File: config.mk
export PLATFORM = sky130hd
export DESIGN_NAME = cam_chain_stage
export DESIGN_NICKNAME = d
export VERILOG_FILES = /design/src/rtl/cam_chain_pkg.sv /design/src/rtl/cam_chain_ctrl.sv /design/src/rtl/cam_chain_dp.sv /design/src/rtl/cam_chain_stage.sv
export SDC_FILE = /design/constraint.sdc
export NUM_CORES = 1
export LEC_CHECK = 0
export ABC_AREA = 1
export BUFFER_PORTS_ARGS = -buffer_cell sky130_fd_sc_hd__clkbuf_2
export CAP_MARGIN = 10
export CORE_MARGIN = 3
export CORE_UTILIZATION = 38
export CTS_CLUSTER_SIZE = 24
export DETAILED_ROUTE_END_ITERATION = 7
export GPL_TIMING_DRIVEN = 0
export PLACE_DENSITY = 0.71
export SLEW_MARGIN = 20
export SYNTH_ARGS = -nofsm -noshare
export SYNTH_HDL_FRONTEND = slang
export SYNTH_SLANG_ARGS = --single-unit
File: constraint.sdc
create_clock -name clk -period 1 [get_ports clk]
set_input_delay 0.15 -clock clk [delete_from_list [all_inputs] [get_ports clk]]
set_output_delay 0.15 -clock clk [all_outputs]
set_load 0.05 [all_outputs]
File: src/rtl/cam_chain_pkg.sv
package cam_chain_pkg;
  typedef struct packed {
    logic loadPage;
    logic loadSel;
  } regStrobe_t;
endpackage

File: src/rtl/cam_chain_ctrl.sv
module cam_chain_ctrl
  import cam_chain_pkg::*;
(
  input  logic       wrEn,
  input  logic       regSel,
  output regStrobe_t strobe
);
  always_comb begin
    strobe.loadPage = wrEn && !regSel;
    strobe.loadSel  = wrEn &&  regSel;
  end
endmodule

File: src/rtl/cam_chain_dp.sv
module cam_chain_dp
  import cam_chain_pkg::*;
#(
  parameter int PAGE_W = 16,
  parameter int IDX_W  = 11,
  localparam int ADDR_W = PAGE_W + IDX_W,
  localparam logic [PAGE_W-1:0] BCAST = {PAGE_W{1'b1}}
) (
  input  logic              clk,
  input  logic              rstN,
  input  regStrobe_t        strobe,
  input  logic [PAGE_W-1:0] wrData,
  input  logic              localMatch,
  input  logic              localFull,
  input  logic [IDX_W-1:0]  localIdx,
  input  logic              matchIn,
  input  logic              fullIn,
  input  logic              chainEnN,
  output logic              matchOut,
  output logic              fullOut,
  output logic              matchFlag,
  output logic              owner,
  output logic              freeTarget,
  output logic [ADDR_W-1:0] matchAddr,
  output logic              selected
);
  logic [PAGE_W-1:0] pageReg;
  logic [PAGE_W-1:0] selReg;

  always_ff @(posedge clk) begin
    if (!rstN) begin
      pageReg <= '0;
      selReg  <= BCAST;
    end else begin
      if (strobe.loadPage) pageReg <= wrData;
      if (strobe.loadSel)  selReg  <= wrData;
    end
  end

  always_comb begin
    matchOut   = matchIn | localMatch;
    owner      = localMatch & ~matchIn;
    fullOut    = fullIn & localFull;
    freeTarget = fullIn & ~localFull;
    matchFlag  = ~chainEnN & matchOut;
    matchAddr  = owner ? {pageReg, localIdx} : '0;
    selected   = (selReg == pageReg) || (selReg == BCAST);
  end

  // an owner has no upstream match and forwards a match
  a_r2_owner_clear_up: assert property (@(posedge clk) disable iff (!rstN)
    owner |-> (!matchIn && matchOut));
  // an upstream match always continues downstream
  a_r1_match_forward: assert property (@(posedge clk) disable iff (!rstN)
    matchIn |-> matchOut);
  // the free target breaks the full chain
  a_r4_target_breaks: assert property (@(posedge clk) disable iff (!rstN)
    freeTarget |-> (!fullOut && fullIn));
  // disabled chain keeps the flag low
  a_r5_flag_gated: assert property (@(posedge clk) disable iff (!rstN)
    chainEnN |-> !matchFlag);
  // page load takes the written data
  a_r6_page_load: assert property (@(posedge clk) disable iff (!rstN)
    strobe.loadPage |=> (pageReg == $past(wrData)));
  // select load takes the written data
  a_r7_sel_load: assert property (@(posedge clk) disable iff (!rstN)
    strobe.loadSel |=> (selReg == $past(wrData)));
  // broadcast code always selects
  a_r9_bcast: assert property (@(posedge clk) disable iff (!rstN)
    (selReg == BCAST) |-> selected);
  // no address leaks from a non-owner
  a_r10_addr_quiet: assert property (@(posedge clk) disable iff (!rstN)
    !owner |-> (matchAddr == '0));
endmodule

File: src/rtl/cam_chain_stage.sv
module cam_chain_stage
  import cam_chain_pkg::*;
#(
  parameter int PAGE_W = 16,
  parameter int IDX_W  = 11,
  localparam int ADDR_W = PAGE_W + IDX_W
) (
  input  logic              clk,
  input  logic              rstN,
  input  logic              localMatch,
  input  logic              localFull,
  input  logic [IDX_W-1:0]  localIdx,
  input  logic              matchIn,
  input  logic              fullIn,
  input  logic              chainEnN,
  input  logic              wrEn,
  input  logic              regSel,
  input  logic [PAGE_W-1:0] wrData,
  output logic              matchOut,
  output logic              fullOut,
  output logic              matchFlag,
  output logic              owner,
  output logic              freeTarget,
  output logic [ADDR_W-1:0] matchAddr,
  output logic              selected
);
  regStrobe_t strobe;

  cam_chain_ctrl uCtrl (
    .wrEn   (wrEn),
    .regSel (regSel),
    .strobe (strobe)
  );

  cam_chain_dp #(.PAGE_W(PAGE_W), .IDX_W(IDX_W)) uDp (
    .clk        (clk),
    .rstN       (rstN),
    .strobe     (strobe),
    .wrData     (wrData),
    .localMatch (localMatch),
    .localFull  (localFull),
    .localIdx   (localIdx),
    .matchIn    (matchIn),
    .fullIn     (fullIn),
    .chainEnN   (chainEnN),
    .matchOut   (matchOut),
    .fullOut    (fullOut),
    .matchFlag  (matchFlag),
    .owner      (owner),
    .freeTarget (freeTarget),
    .matchAddr  (matchAddr),
    .selected   (selected)
  );
endmodule

Word level (Yosys, flattened, before mapping)
Cells that the tools add are included.
{"block": "totals", "output_inout_bits": 33, "register_bits": 32, "word_cells": 17}
{"block": "classes", "n_eq_ne": 2, "bitwise_logic": 8, "muxes": 1, "reduce_logical": 4}
{"op": "27-bit two-way mux", "count": 1}
{"op": "16-bit equality test", "count": 1}
{"op": "16-bit equality test, second input constant", "count": 1}
{"op": "1-bit bitwise AND", "count": 4}
{"op": "1-bit inverter", "count": 3}
{"op": "1-bit logical AND", "count": 2}
{"op": "1-bit zero test", "count": 1}
{"op": "1-bit logical OR", "count": 1}
{"op": "1-bit bitwise OR", "count": 1}

Depth between registers and ports, before layout
{"block": "depth", "ltp_word": 3, "depth_mapped": 8}

Modules after synthesis
Synthesis repeated with hierarchy kept, for this count alone.
{"block": "unflattened", "hier_cells": 267, "area_unflattened_um2": 1637.8}
{"module": "cam_chain_dp", "area_per_inst_um2": 1620.3, "cells_per_inst": 263, "n_inst": 1, "seq_area_each_um2": 640.6}
{"module": "cam_chain_ctrl", "area_per_inst_um2": 17.5, "cells_per_inst": 4, "n_inst": 1, "seq_area_each_um2": 0.0}

Worst setup path before layout
OpenSTA, ideal clock, no wires.
{"block": "synth_timing", "path_kind": "in2out", "startpoint": "input localMatch", "endpoint": "output matchAddr[10]", "path_buffers": 1, "path_slack_ns": -0.576, "arrival_time_ns": 1.426, "path_stages": 5, "path_cell_list": "inv_2 nor2_4 inv_2 buf_2 nor2_1"}
{"block": "synth_via", "elab_chain_cells": 2}
{"element": "start: declaration", "line_no": "cam_chain_stage.sv:10", "rtl": "input logic localMatch,"}
{"element": "1-bit bitwise AND", "line_no": "cam_chain_dp.sv:42", "rtl": "owner = localMatch & ~matchIn;"}
{"element": "net owner", "line_no": "cam_chain_stage.sv:22", "rtl": "output logic owner,"}
{"element": "27-bit two-way mux", "line_no": "cam_chain_dp.sv:46", "rtl": "matchAddr = owner ? {pageReg, localIdx} : '0;"}
{"element": "end: declaration", "line_no": "cam_chain_stage.sv:24", "rtl": "output logic [ADDR_W-1:0] matchAddr,"}
The timed path passes the listed nets, and every way through them passes these cells.

Worst setup path after layout
{"block": "layout_timing", "startpoint": "register uDp.pageReg[3]", "endpoint": "output selected"}
{"block": "layout_via", "elab_chain_cells": 2}
{"element": "start: declaration", "line_no": "cam_chain_dp.sv:27", "rtl": "logic [PAGE_W-1:0] pageReg;"}
{"element": "start signal: assignment", "line_no": "cam_chain_dp.sv:35", "rtl": "if (strobe.loadPage) pageReg <= wrData;"}
{"element": "16-bit equality test", "line_no": "cam_chain_dp.sv:47", "rtl": "selected = (selReg == pageReg) || (selReg == BCAST);"}
{"element": "1-bit logical OR", "line_no": "cam_chain_dp.sv:47"}
{"element": "end: declaration", "line_no": "cam_chain_stage.sv:25", "rtl": "output logic selected"}
No other way between the ends.

==> flow_metrics.tcl <==
set metrics [dict create \
    cp-end-kind "output port" \
    p_per_area_nw_per_um2 1190 \
    clkLatencyLatePin_ps 290 \
    initialDrtViolationCount 126 \
    num_vias 1957 \
    start_kind "flip-flop" \
    r2r_cells 3 \
    grt_pass1_vias 1771 \
    yosys_warnings 0 \
    die_w_um 72.6 \
    syn2layout_area_growth_pct 74.0 \
    firstDrtPassIters 6 \
    timing.rr.start "uDp.selReg[8]" \
    antenna_found_initial 0 \
    cts_root_buf "clkbuf_8" \
    pre_cts_ws_ps -387 \
    vias_per_cell 4.86 \
    rr_endpoint "uDp.selReg[8]" \
    setup_tns_ps -2810 \
    startpoint "uDp.pageReg[3]" \
    status "finished, violations left" \
    synth_cells 267 \
    cts_tree "done" \
    critPathSlowestCell "dfxtp_2" \
    die_h_um 72.6 \
    finalNetCount 388 \
    grt_pass1_wl_um 8460 \
    hold_violations 0 \
    dp_hpwl_um 3470 \
    path_max_fanout 3 \
    die_area_um2 5270 \
    cts_max_level 2 \
    path_class "reg2out" \
    core-area_um2 4140 \
    finalSetupViolations 28 \
    drive_gt1_share_pct 54.4 \
    start_util_pct 40.6 \
    final_cell_mix "75 x nand2_1, 37 x clkbuf_2, 30 x dfxtp_2" \
    cp_top_family "simple AND/OR/NAND/NOR gates" \
    cts.sinks 32 \
    maxCapViolations 0 \
    grt_max_degree 11 \
    fill_cells 336 \
    worst_slack_ps -575 \
    synth_fp_nets 303 \
    rsz0062_at_grt "yes" \
    timing.final.crit_share_pct 157 \
    grt_remaining_overflow 0 \
    antennaDiodeCount 0 \
    critPathRequiredTime_ps 850 \
    max_slew.worst_pin.slew_ps 278 \
    path_depth 9 \
    drcViolationCount 0 \
    leakagePower_nw 1.41 \
    max_slew_margin_pct 81.5 \
    hold_path.class "in2reg" \
    cp_common_cell "nand2_1" \
    postPlaceCellArea_um2 2340 \
    wl_per_cell_um 13.1 \
    cts_inserted_buffers 5 \
    top_level_ports 69 \
    ant_nets 0 \
    track_usage_pct 20.8 \
    worstPathCellList "inv_2 -> nand2_1 -> nand2_1 -> nor2_2 -> nand2_1 -> nor2_2 -> nand2_2 -> nand2_4 -> clkbuf_16" \
    wl_um 5270 \
    syn_area_per_cell_um2 6.31 \
    layout_commonest_cell "nand2_1" \
    timing.fmax_mhz 635 \
    endpoint "selected" \
    crit_arrival_ps 1420 \
    power_mw 3.48 \
    final_area_um2 2930 \
    clk_pin_slew_ps 70 \
    period_minus_slack_ps 1570 \
    reg2reg_slack_ps 240 \
    skew_ps 0 \
    synth_area_um2 1680 \
    ys_seq_area_share_pct 38.0 \
    portBuffers 68 \
    max_stage_delay_ps 330 \
    irDropWorstVdd_mv 0.605 \
    row_count 23 \
    clock_path_buffers 2 \
    synth-seq-cells 32 \
    cts_hold_buf 0 \
    drv_slew 0 \
    crit_buf_inv 2 \
    place.gp.congestion 0.796 \
    violations "negative setup slack" \
    synth_cell_types 17 \
]
==> area by class of cell <==
type,count,area [µm²],area share [%]
timing repair buffer,78,787,26.9
sequential,32,682,23.3
buffer,11,104,3.54
clock buffer,8,90.1,3.07
tap,50,62.6,2.13
multi-input combinational,171,988,33.7
inverter,53,216,7.39
==> through the flow <==
stage / hold WS (ps) / utilization (%) / instances
after floorplan: 280 / - / 267
after global placement: 384 / 56.4 / 385
after detailed placement: 389 / 56.4 / 385
after CTS: 91.9 / 69.0 / 401
after global routing: 93.8 / 70.7 / 403
final: 93.7 / 70.7 / 403
==> tightest hold or removal path: cells and delay by family <==
family | cells | cell delay (ps)
AOI/OAI and AO/OA | 1 | 60
buffers and inverters | 1 | 90
and+or+nand+nor | 1 | 50
==> cells by family after synthesis <==
group | synth area share [%]
flops | 38.0
buf+inv | 16.2
simple gates | 28.8
compound gates | 16.9
==> synth_stat cells, drive strengths merged <==
| cell type | n | area, µm² |
|---|---|---|
| o211ai | 16 | 120 |
| inv | 53 | 199 |
| a21oi | 17 | 85.1 |
| nor2 | 41 | 169 |
| nand2 | 77 | 289 |
| dfxtp | 32 | 641 |
| o21ai | 16 | 80.1 |
| nor4 | 1 | 6.26 |
| nand4 | 1 | 6.26 |
| buf | 11 | 73.8 |
| nor3 | 1 | 10.0 |
| nand3 | 1 | 5.00 |
==> layer usage <==
metal  GRT usage, %  routed length [µm]  vias to the layer above
li1               -                   -                      997
met1           26.0                2180                      894
met2           35.7                2740                       58
met3           4.82                 263                        8
met4           5.94                  81                        0
met5              0                   0                        -
==> what timing repair did <==
action / in CTS / in global routing
resized for setup: 85 / 43
gates cloned: 2 / 0
buffers inserted: 6 / 2
pin swaps: 14 / 13
endpoints found under the setup margin: 28 / 29
==> where the power goes <==
| part | internal [mW] | switching, mW |
|---|---|---|
| Combinational | 0.410 | 0.603 |
| Sequential | 1.38 | 0.0600 |
| Clock | 0.561 | 0.474 |
==> how the worst min path moves through the flow <==
stage                     end       start  cells after the start
6_report        uDp.selReg[7]   wrData[7]                      3
5_1_grt         uDp.selReg[3]   wrData[3]                      3
4_1_cts         uDp.selReg[7]   wrData[7]                      3
3_5_place_dp    uDp.selReg[7]   wrData[7]                      3
3_3_place_gp    uDp.selReg[0]   wrData[0]                      3
2_1_floorplan  uDp.selReg[10]  wrData[10]                      2
==> sequential cells by signal, indices dropped and copies added, names as in the netlist <==
signal,count
uDp.selReg,16
uDp.pageReg,16
(Power assumes the default switching activity.)
